### src/rtl/tmr_pkg.sv
package tmr_pkg;

  typedef struct packed {
    logic load;
    logic step;
  } tmr_strobe_t;

  typedef struct packed {
    logic       en;
    logic [1:0] sel;
    logic       ie;
    logic       pulse;
  } tmr_cfg_t;

  localparam logic [1:0] SRC_4K  = 2'b00;
  localparam logic [1:0] SRC_64  = 2'b01;
  localparam logic [1:0] SRC_1   = 2'b10;
  localparam logic [1:0] SRC_MIN = 2'b11;

endpackage

### src/rtl/tmr_tick_gen.sv
module tmr_tick_gen #(
  parameter int BASE_PER_4K = 2,
  parameter int BASE_PER_64 = 128,
  parameter int BASE_PER_1  = 8192,
  parameter int SEC_PER_MIN = 60
) (
  input  logic clk,
  input  logic rstN,
  input  logic baseTick,
  output logic tick4k,
  output logic tick64,
  output logic tick1,
  output logic tickMin
);
  localparam int DIV_A = BASE_PER_4K;
  localparam int DIV_B = BASE_PER_64 / BASE_PER_4K;
  localparam int DIV_C = BASE_PER_1 / BASE_PER_64;
  localparam int DIV_D = SEC_PER_MIN;
  localparam int WA = (DIV_A > 1) ? $clog2(DIV_A) : 1;
  localparam int WB = (DIV_B > 1) ? $clog2(DIV_B) : 1;
  localparam int WC = (DIV_C > 1) ? $clog2(DIV_C) : 1;
  localparam int WD = (DIV_D > 1) ? $clog2(DIV_D) : 1;
  localparam logic [WA-1:0] LAST_A = WA'(DIV_A - 1);
  localparam logic [WB-1:0] LAST_B = WB'(DIV_B - 1);
  localparam logic [WC-1:0] LAST_C = WC'(DIV_C - 1);
  localparam logic [WD-1:0] LAST_D = WD'(DIV_D - 1);

  logic [WA-1:0] cntA;
  logic [WB-1:0] cntB;
  logic [WC-1:0] cntC;
  logic [WD-1:0] cntD;

  assign tick4k  = baseTick && (cntA == LAST_A);
  assign tick64  = tick4k   && (cntB == LAST_B);
  assign tick1   = tick64   && (cntC == LAST_C);
  assign tickMin = tick1    && (cntD == LAST_D);

  always_ff @(posedge clk) begin
    if (!rstN) begin
      cntA <= '0;
      cntB <= '0;
      cntC <= '0;
      cntD <= '0;
    end else begin
      if (baseTick) cntA <= (cntA == LAST_A) ? '0 : cntA + WA'(1);
      if (tick4k)   cntB <= (cntB == LAST_B) ? '0 : cntB + WB'(1);
      if (tick64)   cntC <= (cntC == LAST_C) ? '0 : cntC + WC'(1);
      if (tick1)    cntD <= (cntD == LAST_D) ? '0 : cntD + WD'(1);
    end
  end

  // a slower tick only ever fires together with the 4096 Hz tick
  p_ticks_aligned_r3: assert property (@(posedge clk) disable iff (!rstN)
    (tick64 || tick1 || tickMin) |-> tick4k);

endmodule

### src/rtl/tmr_datapath.sv
module tmr_datapath
  import tmr_pkg::*;
#(
  parameter int COUNT_W = 8
) (
  input  logic               clk,
  input  logic               rstN,
  input  tmr_strobe_t        strb,
  input  logic [COUNT_W-1:0] wrData,
  output logic [COUNT_W-1:0] curOut,
  output logic               reloadIsOne,
  output logic               wrap
);
  logic [COUNT_W-1:0] curCnt;
  logic [COUNT_W-1:0] reloadVal;

  assign curOut      = curCnt;
  assign reloadIsOne = (reloadVal == COUNT_W'(1));
  assign wrap        = strb.step && !strb.load && (reloadVal != '0) && (curCnt <= COUNT_W'(1));

  always_ff @(posedge clk) begin
    if (!rstN) begin
      curCnt    <= '0;
      reloadVal <= '0;
    end else if (strb.load) begin
      curCnt    <= wrData;
      reloadVal <= wrData;
    end else if (strb.step && reloadVal != '0) begin
      curCnt <= wrap ? reloadVal : curCnt - COUNT_W'(1);
    end
  end

  // the live count never rises above the reload value
  p_count_bounded_r2: assert property (@(posedge clk) disable iff (!rstN)
    curCnt <= reloadVal);

  // with a zero reload and no new load the count holds
  p_zero_stops_r4: assert property (@(posedge clk) disable iff (!rstN)
    (reloadVal == '0 && !strb.load) |=> $stable(curCnt));

endmodule

### src/rtl/tmr_ctrl.sv
module tmr_ctrl
  import tmr_pkg::*;
#(
  parameter int BASE_PER_4K = 2,
  parameter int BASE_PER_64 = 128
) (
  input  logic        clk,
  input  logic        rstN,
  input  logic        baseTick,
  input  logic        tick4k,
  input  logic        tick64,
  input  logic        tick1,
  input  logic        tickMin,
  input  logic        cfgWr,
  input  tmr_cfg_t    cfgIn,
  input  logic        cntWr,
  input  logic        flagWr,
  input  logic        flagWrData,
  input  logic        wrap,
  input  logic        reloadIsOne,
  output tmr_strobe_t strb,
  output tmr_cfg_t    cfgQ,
  output logic        flagQ,
  output logic        intN
);
  localparam int PW = $clog2(BASE_PER_64 + 1);
  localparam logic [PW-1:0] W_HALF4K = PW'(BASE_PER_4K / 2);
  localparam logic [PW-1:0] W_FULL4K = PW'(BASE_PER_4K);
  localparam logic [PW-1:0] W_HALF64 = PW'(BASE_PER_64 / 2);
  localparam logic [PW-1:0] W_FULL64 = PW'(BASE_PER_64);

  logic          selTick;
  logic [PW-1:0] pulseLeft;
  logic [PW-1:0] pulseWidth;
  logic          killPulse;

  always_comb begin
    unique case (cfgQ.sel)
      SRC_4K:  selTick = tick4k;
      SRC_64:  selTick = tick64;
      SRC_1:   selTick = tick1;
      default: selTick = tickMin;
    endcase
  end

  always_comb begin
    unique case (cfgQ.sel)
      SRC_4K:  pulseWidth = reloadIsOne ? W_HALF4K : W_FULL4K;
      SRC_64:  pulseWidth = reloadIsOne ? W_HALF64 : W_FULL64;
      default: pulseWidth = W_FULL64;
    endcase
  end

  assign strb.load = cntWr;
  assign strb.step = cfgQ.en && selTick;
  assign killPulse = cfgWr && !cfgIn.en;

  always_ff @(posedge clk) begin
    if (!rstN) begin
      cfgQ <= '{en: 1'b0, sel: SRC_MIN, ie: 1'b0, pulse: 1'b0};
    end else if (cfgWr) begin
      cfgQ <= cfgIn;
    end
  end

  always_ff @(posedge clk) begin
    if (!rstN)                      flagQ <= 1'b0;
    else if (wrap)                  flagQ <= 1'b1;
    else if (flagWr && !flagWrData) flagQ <= 1'b0;
  end

  always_ff @(posedge clk) begin
    if (!rstN)                              pulseLeft <= '0;
    else if (killPulse)                     pulseLeft <= '0;
    else if (wrap)                          pulseLeft <= pulseWidth;
    else if (baseTick && pulseLeft != '0)   pulseLeft <= pulseLeft - PW'(1);
  end

  assign intN = !(cfgQ.ie && (cfgQ.pulse ? (pulseLeft != '0) : flagQ));

  // every reload leaves the flag set
  p_flag_set_r5: assert property (@(posedge clk) disable iff (!rstN)
    wrap |=> flagQ);

  // only a write of 0 can drop the flag
  p_flag_sticky_r5: assert property (@(posedge clk) disable iff (!rstN)
    (flagQ && !(flagWr && !flagWrData)) |=> flagQ);

  // no pulse survives while the timer is disabled
  p_pulse_off_r10: assert property (@(posedge clk) disable iff (!rstN)
    !cfgQ.en |-> (pulseLeft == '0));

  // interrupt stays released when its enable is off
  p_int_quiet_r8: assert property (@(posedge clk) disable iff (!rstN)
    !cfgQ.ie |-> intN);

endmodule

### src/rtl/tick_countdown_timer.sv
module tick_countdown_timer
  import tmr_pkg::*;
#(
  parameter int COUNT_W     = 8,
  parameter int BASE_PER_4K = 2,
  parameter int BASE_PER_64 = 128,
  parameter int BASE_PER_1  = 8192,
  parameter int SEC_PER_MIN = 60
) (
  input  logic               clk,
  input  logic               rstN,
  input  logic               baseTick,
  input  logic               cfgWr,
  input  logic               cfgTimerEn,
  input  logic [1:0]         cfgSrcSel,
  input  logic               cfgIntEn,
  input  logic               cfgPulseMode,
  input  logic               cntWr,
  input  logic [COUNT_W-1:0] cntWrData,
  input  logic               flagWr,
  input  logic               flagWrData,
  output logic [4:0]         cfgRd,
  output logic [COUNT_W-1:0] cntRd,
  output logic               flagRd,
  output logic               intN
);
  logic        tick4k, tick64, tick1, tickMin;
  logic        wrap, reloadIsOne;
  tmr_strobe_t strb;
  tmr_cfg_t    cfgIn, cfgQ;

  assign cfgIn = '{en: cfgTimerEn, sel: cfgSrcSel, ie: cfgIntEn, pulse: cfgPulseMode};
  assign cfgRd = cfgQ;

  tmr_tick_gen #(
    .BASE_PER_4K(BASE_PER_4K), .BASE_PER_64(BASE_PER_64),
    .BASE_PER_1(BASE_PER_1), .SEC_PER_MIN(SEC_PER_MIN)
  ) u_ticks (
    .clk(clk), .rstN(rstN), .baseTick(baseTick),
    .tick4k(tick4k), .tick64(tick64), .tick1(tick1), .tickMin(tickMin)
  );

  tmr_ctrl #(.BASE_PER_4K(BASE_PER_4K), .BASE_PER_64(BASE_PER_64)) u_ctrl (
    .clk(clk), .rstN(rstN), .baseTick(baseTick),
    .tick4k(tick4k), .tick64(tick64), .tick1(tick1), .tickMin(tickMin),
    .cfgWr(cfgWr), .cfgIn(cfgIn), .cntWr(cntWr),
    .flagWr(flagWr), .flagWrData(flagWrData),
    .wrap(wrap), .reloadIsOne(reloadIsOne),
    .strb(strb), .cfgQ(cfgQ), .flagQ(flagRd), .intN(intN)
  );

  tmr_datapath #(.COUNT_W(COUNT_W)) u_dp (
    .clk(clk), .rstN(rstN), .strb(strb), .wrData(cntWrData),
    .curOut(cntRd), .reloadIsOne(reloadIsOne), .wrap(wrap)
  );

endmodule

### config.mk
export PLATFORM = sky130hd
export DESIGN_NAME = tick_countdown_timer
export DESIGN_NICKNAME = d
export VERILOG_FILES = /design/src/rtl/tmr_pkg.sv /design/src/rtl/tmr_tick_gen.sv /design/src/rtl/tmr_datapath.sv /design/src/rtl/tmr_ctrl.sv /design/src/rtl/tick_countdown_timer.sv
export SDC_FILE = /design/constraint.sdc
export NUM_CORES = 1
export LEC_CHECK = 0
export BUFFER_PORTS_ARGS = -buffer_cell sky130_fd_sc_hd__buf_2
export CORE_MARGIN = 2
export CORE_UTILIZATION = 57
export DETAILED_ROUTE_END_ITERATION = 6
export GPL_TIMING_DRIVEN = 1
export PLACE_DENSITY = 0.83
export RECOVER_POWER = 50
export SLEW_MARGIN = 40
export SYNTH_ARGS = -nofsm -noshare
export SYNTH_HDL_FRONTEND = slang
export SYNTH_HIERARCHICAL = 1
export SYNTH_SLANG_ARGS = --single-unit
export TNS_END_PERCENT = 1
### constraint.sdc
create_clock -name clk -period 4.1 [get_ports clk]
set_input_delay 0.82 -clock clk [delete_from_list [all_inputs] [get_ports clk]]
set_output_delay 0.82 -clock clk [all_outputs]
set_load 0.03 [all_outputs]
# Yosys cells after proc, flatten, opt, wreduce, memory -nomap -nowiden

Index checks and enable logic that the tools add are counted.

Word-level logic and storage cells: 66
Output and inout port bits: 15
Register bits: 49

Mux-type cells: 16
Bitwise logic cells: 1
Eq/ne operators: 6
Reduce and logical (&&, ||, !) cells: 24
Add/subtract/negate cells: 6
$lt $le $gt $ge: 1

Operators by type and width:

| kind                | count |
|---|---|
| $mux 8              | 6 |
| $add 6x1->6 const B | 3 |
| $eq 6x6->1 const B  | 3 |
| $mux 6              | 3 |
| $pmux 8 s2          | 1 |
| $reduce_bool 8->1   | 2 |
| $sub 8x1->8 const B | 2 |
| $logic_and 1x1->1   | 13 |
| $eq 8x1->1 const B  | 1 |
| $le 8x1->1 const B  | 1 |
| $reduce_bool 2->1   | 3 |
| $logic_not 1->1     | 4 |
| $mux 1              | 4 |
| $pmux 1 s3          | 1 |
| $eq 2x1->1 const B  | 1 |
| $eq 2x2->1 const B  | 1 |
| $logic_not 2->1     | 1 |
| $mux 2              | 1 |
| $reduce_or 2->1     | 1 |
| $add 1x1->1 const B | 1 |
| $not 1->1           | 1 |

# Longest topological paths before layout

Gate-level depths: netlist (run 1).

Depth after elaboration: 12
Depth in mapped cells: 16
Depth with buffers taken out: 13

# By module

The synthesis (run 1) kept the hierarchy.

Modules (own cells, without submodules):

| module       | cells each | times used | area each (sq um) |
|---|---|---|---|
| tmr_tick_gen | 110        | 1          | 958.4 |
| tmr_datapath | 114        | 1          | 944.7 |
| tmr_ctrl     | 85         | 1          | 767.0 |

# Worst setup path before layout (run 1)

No wires, ideal clock.

Kind: input to register
Start point: input baseTick
End point: register u_ctrl.pulseLeft[1]
Required time: 4025 ps
Setup time: 75 ps
Data arrival time: 3141 ps
Buffers on the path: 3
Stages on the path: 14
Setup slack: 885 ps
Cell sequence: and3_1 -> clkbuf_4 -> nand4_4 -> inv_1 -> and3_1 -> mux4_2 -> and2_1 -> o21ai_2 -> buf_2 -> nor3_1 -> clkbuf_1 -> nand3b_1 -> a21o_1 -> o22ai_1

RTL lines:

| what                 | RTL line                   | source |
|---|---|---|
| from (decl)          | tick_countdown_timer.sv:12 | `input logic baseTick,` |
| to (signal assigned) | tmr_ctrl.sv:75             | `else if (wrap) pulseLeft <= pulseWidth;` |
| to (signal assigned) | tmr_ctrl.sv:76             | `else if (baseTick && pulseLeft != '0) pulseLeft <= pulseLeft - PW'(1);` |
| to (decl)            | tmr_ctrl.sv:33             | `logic [PW-1:0] pulseLeft;` |

==> results_dict.tcl, run 1 <==
set metrics [dict create \
    outcome "complete, no violations" \
    critPathKind "in2reg" \
    drc 0 \
    leakage_uw 0.00116 \
    area_growth_pct 10.3 \
    slew_violations 0 \
    ys_types 61 \
    ctsResizeCount 0 \
    gr-usage-all-layers_pct 23.4 \
    cts_hold_buffers 0 \
    initial_core_util_pct 60.1 \
    final.setup_skew_ns 0.00350 \
    gp_congestion 0.842 \
    post_route_cells_drive_above_1_share_pct 13.7 \
    layout.nets 361 \
    syn_nets 336 \
    grt_start_max_net_pins 37 \
    ys_warn_count 6 \
    cts_setup_buffers 0 \
    highest_layer "met4" \
    synthMuxAreaShare_pct 6.14 \
    worst-r2r-setup-slack_ns 0.94 \
    worstPathMaxFanout 15 \
    path_clk_slew_ns 0.09 \
    synth.ff_latch_count 49 \
    cts_made_buffers 5 \
    cts_tree "built" \
    pre_cts_slack_ns 0.327 \
    cts_sinks 49 \
    startpoint "baseTick" \
    rr_endpoint "u_ctrl/pulseLeft[1]$_SDFFE_PP0P_" \
    grt_pass1_vias 2207 \
    antenna_left 0 \
    max_freq_ghz 0.306 \
    die_width_microns 72.4 \
    clock_latency_ns 0.30 \
    whs_ns 0.486 \
    portBuffers 34 \
    yosysTopAreaCellShare_pct 36.7 \
    synth_most_common_cell "dfxtp_1" \
    total_power_uw 1310 \
    antenna-diode-count 0 \
    die_y_microns 72.4 \
    yosys.area_share.xor_xnor_pct 4.92 \
    fin_crit_sh_pct 79.6 \
    synth_edf_count 0 \
    grt_pass1_wl_mm 9.84 \
    antenna_found_initial 0 \
    tightestPinTransition_ns 1.35 \
    wl_met2_mm 2.73 \
    grt-ovfl-total 0 \
    min_path_type "reg2reg" \
    vias 2386 \
    wl_met3_microns 279 \
    rsz0062_at_grt "no" \
    synth-compound-area-share_pct 18.0 \
    setup_viol 0 \
    synthTopCellsByCount "dfxtp_1 (49), nand2_1 (23), nor2_1 (23)" \
    ios 35 \
    whs_path_depth 2 \
    rr_startpoint "u_ticks/cntB[0]$_SDFFE_PN0N_" \
    async_flop_share_pct 0 \
    required_ns 4.32 \
    syn_area_sq_um 2670 \
    hold_start "u_ticks/cntD[5]$_SDFFE_PN0P_" \
    drt_iter0_drc 172 \
    hpwl_mm 4.05 \
    synth_area_leaders "dfxtp_1 (37%), mux2i_1 (4.9%), xnor2_1 (4.3%)" \
    ctsHtreeMaxLevel 2 \
    cts_buffer_depth 2 \
    synth_ff_type "dfxtp_1" \
    via_per_inst 6.17 \
    seq_area_frac_synth_pct 36.7 \
    drt-met1-wl_mm 2.72 \
    r2r_cells 12 \
    synth_top_cell_by_area "dfxtp_1" \
    rows 24 \
    hold_violations 0 \
    fp.coreArea_sq_um 4440 \
    fin_crit_ns 3.27 \
    min_to "u_ticks/cntD[5]$_SDFFE_PN0P_" \
    die-area_sq_um 5250 \
    p_per_area_nw_per_um2 446 \
    synth_area_per_cell_sq_um 8.64 \
    peakVddDrop_mv 0.213 \
    slew_headroom_pct 10.3 \
    fin_ws_ns 0.835 \
    wl_mm 5.81 \
    wl_per_cell_microns 15.0 \
    crit_arrival_ns 3.49 \
    synthCells 309 \
    synthSimpleGateAreaFrac_pct 26.7 \
    synthAdderAreaFrac_pct 3.28 \
    clockRootBuffer "clkbuf_8" \
    cap_violations 0 \
    critPathLaunchType "input port" \
    finalSetupTns_ns 0 \
    firstDrtPassIters 4 \
    synth_top_family_by_area "simple AND/OR/NAND/NOR gates" \
    end_kind "register" \
]
-- cell families (layout without fill, tap and decap cells) --
| kind of cell | Yosys count | in the layout |
|---|---|---|
| adders and majority gates | 7 | 7 |
| muxes | 15 | 15 |
| and+or+nand+nor | 125 | 125 |
| AOI/OAI and AO/OA | 72 | 72 |
| DFF | 49 | 49 |
| xor gates and xnor gates | 15 | 15 |
| buffers and inverters | 26 | 52 |
-- routing by layer --
| layer | vias up | track usage [%] |
|---|---|---|
| li1 | 1179 | - |
| met3 | 6 | 4.31 |
| met5 | - | 0 |
| met4 | 0 | 7.82 |
| met2 | 71 | 38.1 |
| met1 | 1130 | 31.5 |
-- report_power, final --
part | internal, uW | leakage [uW] | total (uW) | switching [uW]
Clock | 199 | 0.0000585 | 357 | 158
Sequential | 517 | 0.000400 | 571 | 53.2
Combinational | 167 | 0.000699 | 387 | 219
Total | 884 | 0.00116 | 1310 | 430
-- through the flow --
| stage | std cells | util [%] | area [sq um] |
|---|---|---|---|
| after global placement | 379 | 63.7 | 2830 |
| after CTS | 387 | 66.3 | 2950 |
| final | 387 | 66.2 | 2940 |
| after detailed placement | 379 | 63.7 | 2830 |
| after floorplan | 309 | - | 2670 |
| after global routing | 387 | 66.2 | 2940 |
-- layout make-up --
cell class	instances	area, sq um
flip-flops and latches	49	981
clock inverters	1	30.0
inverters	10	37.5
multi-input cells	234	1580
clock buffers	7	86.3
repair buffers	34	161
fillers	366	1500
well taps	52	65.1
-- worst max path at each step --
stage                                  endpoint  slack [ns]  cells after the start
3_3_place_gp   u_ctrl/pulseLeft[1]$_SDFFE_PP0P_        0.44                     12
6_report       u_ctrl/pulseLeft[1]$_SDFFE_PP0P_        0.83                     12
5_1_grt        u_ctrl/pulseLeft[1]$_SDFFE_PP0P_        0.59                     12
3_5_place_dp   u_ctrl/pulseLeft[1]$_SDFFE_PP0P_        0.33                     12
4_1_cts        u_ctrl/pulseLeft[1]$_SDFFE_PP0P_        0.61                     12
2_1_floorplan  u_ctrl/pulseLeft[1]$_SDFFE_PP0P_        0.88                     14
-- registers in the layout, summed over array words and instances (netlist names) --
| register | count |
|---|---|
| u_dp/reloadVal | 8 |
| u_ctrl/pulseLeft | 8 |
| u_ctrl/cfgQ | 5 |
| u_ctrl/flagQ | 1 |
| u_ticks/cntB | 6 |
| u_ticks/cntA | 1 |
| u_dp/curOut | 8 |
| u_ticks/cntD | 6 |
| u_ticks/cntC | 6 |
-- critical path: stages --
cell      delay (ns)
buf_2           0.16
and3_1          0.27
nand4_4         0.15
inv_1           0.12
and3_1          0.17
mux4_2          0.46
and2_1          0.18
o21ai_2         0.25
nor3_2          0.21
nand3b_1        0.32
a21o_1          0.27
o22ai_1         0.11
-- cell usage in the layout (no fill, tap or decap), types with 4 or more instances in the layout --
cell type and count:
a211o_1 4, a21boi_0 7, a21oi_1 21, and2_0 5
and3_1 6, buf_2 27, clkbuf_1 8, clkbuf_8 6
dfxtp_1 49, ha_1 7, inv_1 9, mux2i_1 13
nand2_1 23, nand3_1 10, nand3b_1 4, nand4_1 6
nor2_1 23, nor2b_1 8, nor3_1 8, nor4_1 6
o21ai_0 12, or4_1 4, xnor2_1 13
Note: power is estimated with default switching activity, not from simulation.
==> inputs of run 2 (changes only) <==
--- a/config.mk
+++ b/config.mk
@@ -5,12 +5,13 @@
 export SDC_FILE = /design/constraint.sdc
 export NUM_CORES = 1
 export LEC_CHECK = 0
+export ABC_AREA = 1
 export BUFFER_PORTS_ARGS = -buffer_cell sky130_fd_sc_hd__buf_2
 export CORE_MARGIN = 2
-export CORE_UTILIZATION = 57
+export CORE_UTILIZATION = 53
 export DETAILED_ROUTE_END_ITERATION = 6
 export GPL_TIMING_DRIVEN = 1
-export PLACE_DENSITY = 0.83
+export PLACE_DENSITY = 0.81
 export RECOVER_POWER = 50
 export SLEW_MARGIN = 40
 export SYNTH_ARGS = -nofsm -noshare
==> constraint.sdc (replaced) <==
create_clock -name clk -period 2.9 [get_ports clk]
set_input_delay 0.58 -clock clk [delete_from_list [all_inputs] [get_ports clk]]
set_output_delay 0.58 -clock clk [all_outputs]
set_load 0.03 [all_outputs]
==> run 2 against run 1 <==
Register-to-register slack worse by 0.60 ns. Synthesized cell count up 43%. Total power up 48%. Sequential cell count unchanged. Cell count up 42%. Sequential power up 39%. Worst setup slack worse by 0.50 ns. First-iteration DRC count down 50%. Global-route usage down 2.0 points. Largest cell class unchanged. Critical path type is now reg2reg. Critical path depth up 7. Wire length up 4.6%.
==> results_dict.tcl, run 2 <==
set metrics [dict create \
    slew_headroom_pct 29.4 \
    max_freq_ghz 0.390 \
    synth.ff_latch_count 49 \
    rows 27 \
    rr_endpoint "u_ctrl/pulseLeft[1]$_SDFFE_PP0P_" \
    most-common-layout-cells "nand2_1 (121), nor2_1 (66), inv_1 (50)" \
    peakVddDrop_mv 0.375 \
    ios 35 \
    synth_top_cell_by_area "dfxtp_1" \
    clockRootBuffer "clkbuf_8" \
    antenna_left 0 \
    synthTopCellsByCount "nand2_1 (121), nor2_1 (67), inv_1 (51)" \
    grt-ovfl-total 0 \
    yosysTopAreaCellShare_pct 33.6 \
    stdcell_count 551 \
    dpl-instance-area_sq_um 3140 \
    area_growth_pct 11.7 \
    power_frac_seq_pct 40.8 \
    fill_cells 534 \
    min_path_type "reg2reg" \
    cpMostUsedCell "nand2_1" \
    die_width_microns 78.2 \
    worstPathMaxFanout 10 \
    whs_ns 0.491 \
    r2r_cells 19 \
    wl_per_cell_microns 11.0 \
    synth_most_common_cell "nand2_1" \
    design_area_sq_um 3260 \
    tightestPinTransition_ns 1.06 \
    slew_violations 0 \
    die-area_sq_um 6110 \
    max_stage_delay_ns 0.38 \
    dp_cells 543 \
    crit_buf_inv 4 \
    gr-usage-all-layers_pct 21.4 \
    switchingPower_uw 705 \
    drt_iter0_drc 86 \
    synth_edf_count 0 \
    cp_slowest_cell "dfxtp_1" \
    drc 0 \
    ys_types 35 \
    synth_ff_type "dfxtp_1" \
    setup_viol 0 \
    required_ns 3.15 \
    p_per_area_nw_per_um2 598 \
    via_per_inst 5.01 \
    hold_start "u_ticks/cntB[2]$_SDFFE_PN0N_" \
    syn_area_sq_um 2920 \
    cts_tree "built" \
    cp_top_family "simple AND/OR/NAND/NOR gates" \
    cap_violations 0 \
    mostFrequentLayoutCell "nand2_1" \
    initial_core_util_pct 54.0 \
    post_route_cells_drive_above_1_share_pct 17.3 \
    whs_path_depth 2 \
    grt_pass1_vias 2603 \
    antenna_found_initial 0 \
    fin_crit_ns 2.56 \
    synth_area_leaders "dfxtp_1 (34%), nand2_1 (16%), nor2_1 (8.6%)" \
    synthCells 443 \
    clock_latency_ns 0.30 \
    vias 2762 \
    async_flop_share_pct 0 \
    synth_area_per_cell_sq_um 6.59 \
    clockPowerShare_pct 26.2 \
    wl_mm 6.08 \
    grt_pass1_wl_mm 10.7 \
    antenna-diode-count 0 \
    min_to "u_ticks/cntB[2]$_SDFFE_PN0N_" \
    crit_chain "ha_1 > nand2_1 > nor2_1 > nand2_1 > nor2_8 > nand3_1 > nand4_1 > nand2_1 > inv_1 > inv_1 > nor2_4 > nand2_8 > clkinvlp_4 > inv_2 > nor2_1 > a21oi_1 > nand2_1 > nand2_1 > nor2_1" \
    rsz0062_at_grt "no" \
    p_int_uw 1240 \
    critPathKind "reg2reg" \
    firstDrtPassIters 4 \
    p_sw_share_pct 36.2 \
    rr_startpoint "u_ticks/cntC[0]$_SDFFE_PN0N_" \
    worst-r2r-setup-slack_ns 0.34 \
    syn_nets 470 \
    critPathLaunchType "register" \
    path_clk_slew_ns 0.09 \
    fp.coreArea_sq_um 5410 \
    crit_arrival_ns 2.81 \
    portBuffers 34 \
    combPwrFrac_pct 33.0 \
    end_kind "register" \
    cts_made_buffers 5 \
    layout.nets 505 \
    ys_warn_count 6 \
    hold_violations 0 \
    fin_crit_sh_pct 88.3 \
    hpwl_mm 4.65 \
    cts_sinks 49 \
    grt_start_max_net_pins 25 \
    seq_area_frac_synth_pct 33.6 \
    ctsHtreeMaxLevel 2 \
    finalSetupTns_ns 0 \
    cts_buffer_depth 2 \
    final.setup_skew_ns 0.00885 \
    fin_util_pct 60.3 \
    die_y_microns 78.2 \
    outcome "complete, no violations" \
    gp_congestion 0.885 \
    leakage_uw 0.00152 \
]
## run 2: kinds of logic after synthesis
| kind of cell | Yosys count | synth area share, % |
|---|---|---|
| xor+xnor | 2 | 0.600 |
| flops | 49 | 33.6 |
| fa+ha+maj | 7 | 3.00 |
| compound gates | 62 | 12.2 |
| buf+inv | 65 | 9.13 |
| simple gates | 258 | 41.4 |
## run 2: layout make-up
type / instances / area [sq um] / share of cell area [%]
multi-input cells: 329 / 1680 / 51.4
flip-flops and latches: 49 / 982 / 30.1
inverters: 58 / 221 / 6.80
repair buffers: 35 / 169 / 5.18
well taps: 72 / 90.1 / 2.76
clock buffers: 6 / 82.6 / 2.53
clock inverters: 2 / 37.5 / 1.15
## run 2: stage by stage
stage          power [uW]  setup slack (ns)
2_1_floorplan        1320             0.523
3_3_place_gp         1430             0.161
3_5_place_dp         1450            0.0423
4_1_cts              1960             0.162
5_1_grt              2090            0.0253
6_report             1950             0.338
## run 2: timing repair
action	in CTS	in global routing
resized for setup	0	4
hold buffers	0	0
setup buffers	0	0
endpoints found under the setup margin	0	5
## run 2: worst max-delay path by stage
stage                                             from                               end  slack, ns  cells past startpoint
after floorplan                               baseTick  u_ctrl/pulseLeft[7]$_SDFFE_PP0P_       0.52                     19
after global placement                        baseTick  u_ctrl/pulseLeft[7]$_SDFFE_PP0P_       0.16                     19
after detailed placement                      baseTick  u_ctrl/pulseLeft[1]$_SDFFE_PP0P_       0.04                     19
after CTS                 u_ticks/cntD[0]$_SDFFE_PN0P_  u_ctrl/pulseLeft[7]$_SDFFE_PP0P_       0.16                     19
after global routing      u_ticks/cntC[0]$_SDFFE_PN0N_  u_ctrl/pulseLeft[7]$_SDFFE_PP0P_       0.03                     19
final                     u_ticks/cntC[0]$_SDFFE_PN0N_  u_ctrl/pulseLeft[1]$_SDFFE_PP0P_       0.34                     19
## run 2: metal layers
metal	GRT usage (%)	routed length [microns]	vias up
met5	0	0	-
met4	7.02	49	0
met3	4.37	251	4
met2	36.7	2840	43
met1	26.9	2940	1242
li1	-	-	1473
## run 2: worst reg2reg max path: cells and delay by family (launching register included)
| kind | cells | cell delay, ns |
|---|---|---|
| compound gates | 1 | 0.08 |
| fa+ha+maj | 1 | 0.21 |
| buf+inv | 4 | 0.39 |
| simple gates | 13 | 1.45 |
| flops | 1 | 0.38 |
## run 2: power groups by stage
| stage | Combinational (uW) | Sequential (uW) | Clock [uW] |
|---|---|---|---|
| global placement | 625 | 808 | 0 |
| global route | 741 | 804 | 546 |
| floorplan | 497 | 823 | 0 |
| CTS | 644 | 794 | 526 |
| detailed placement | 641 | 809 | 0 |
| finish | 643 | 795 | 510 |
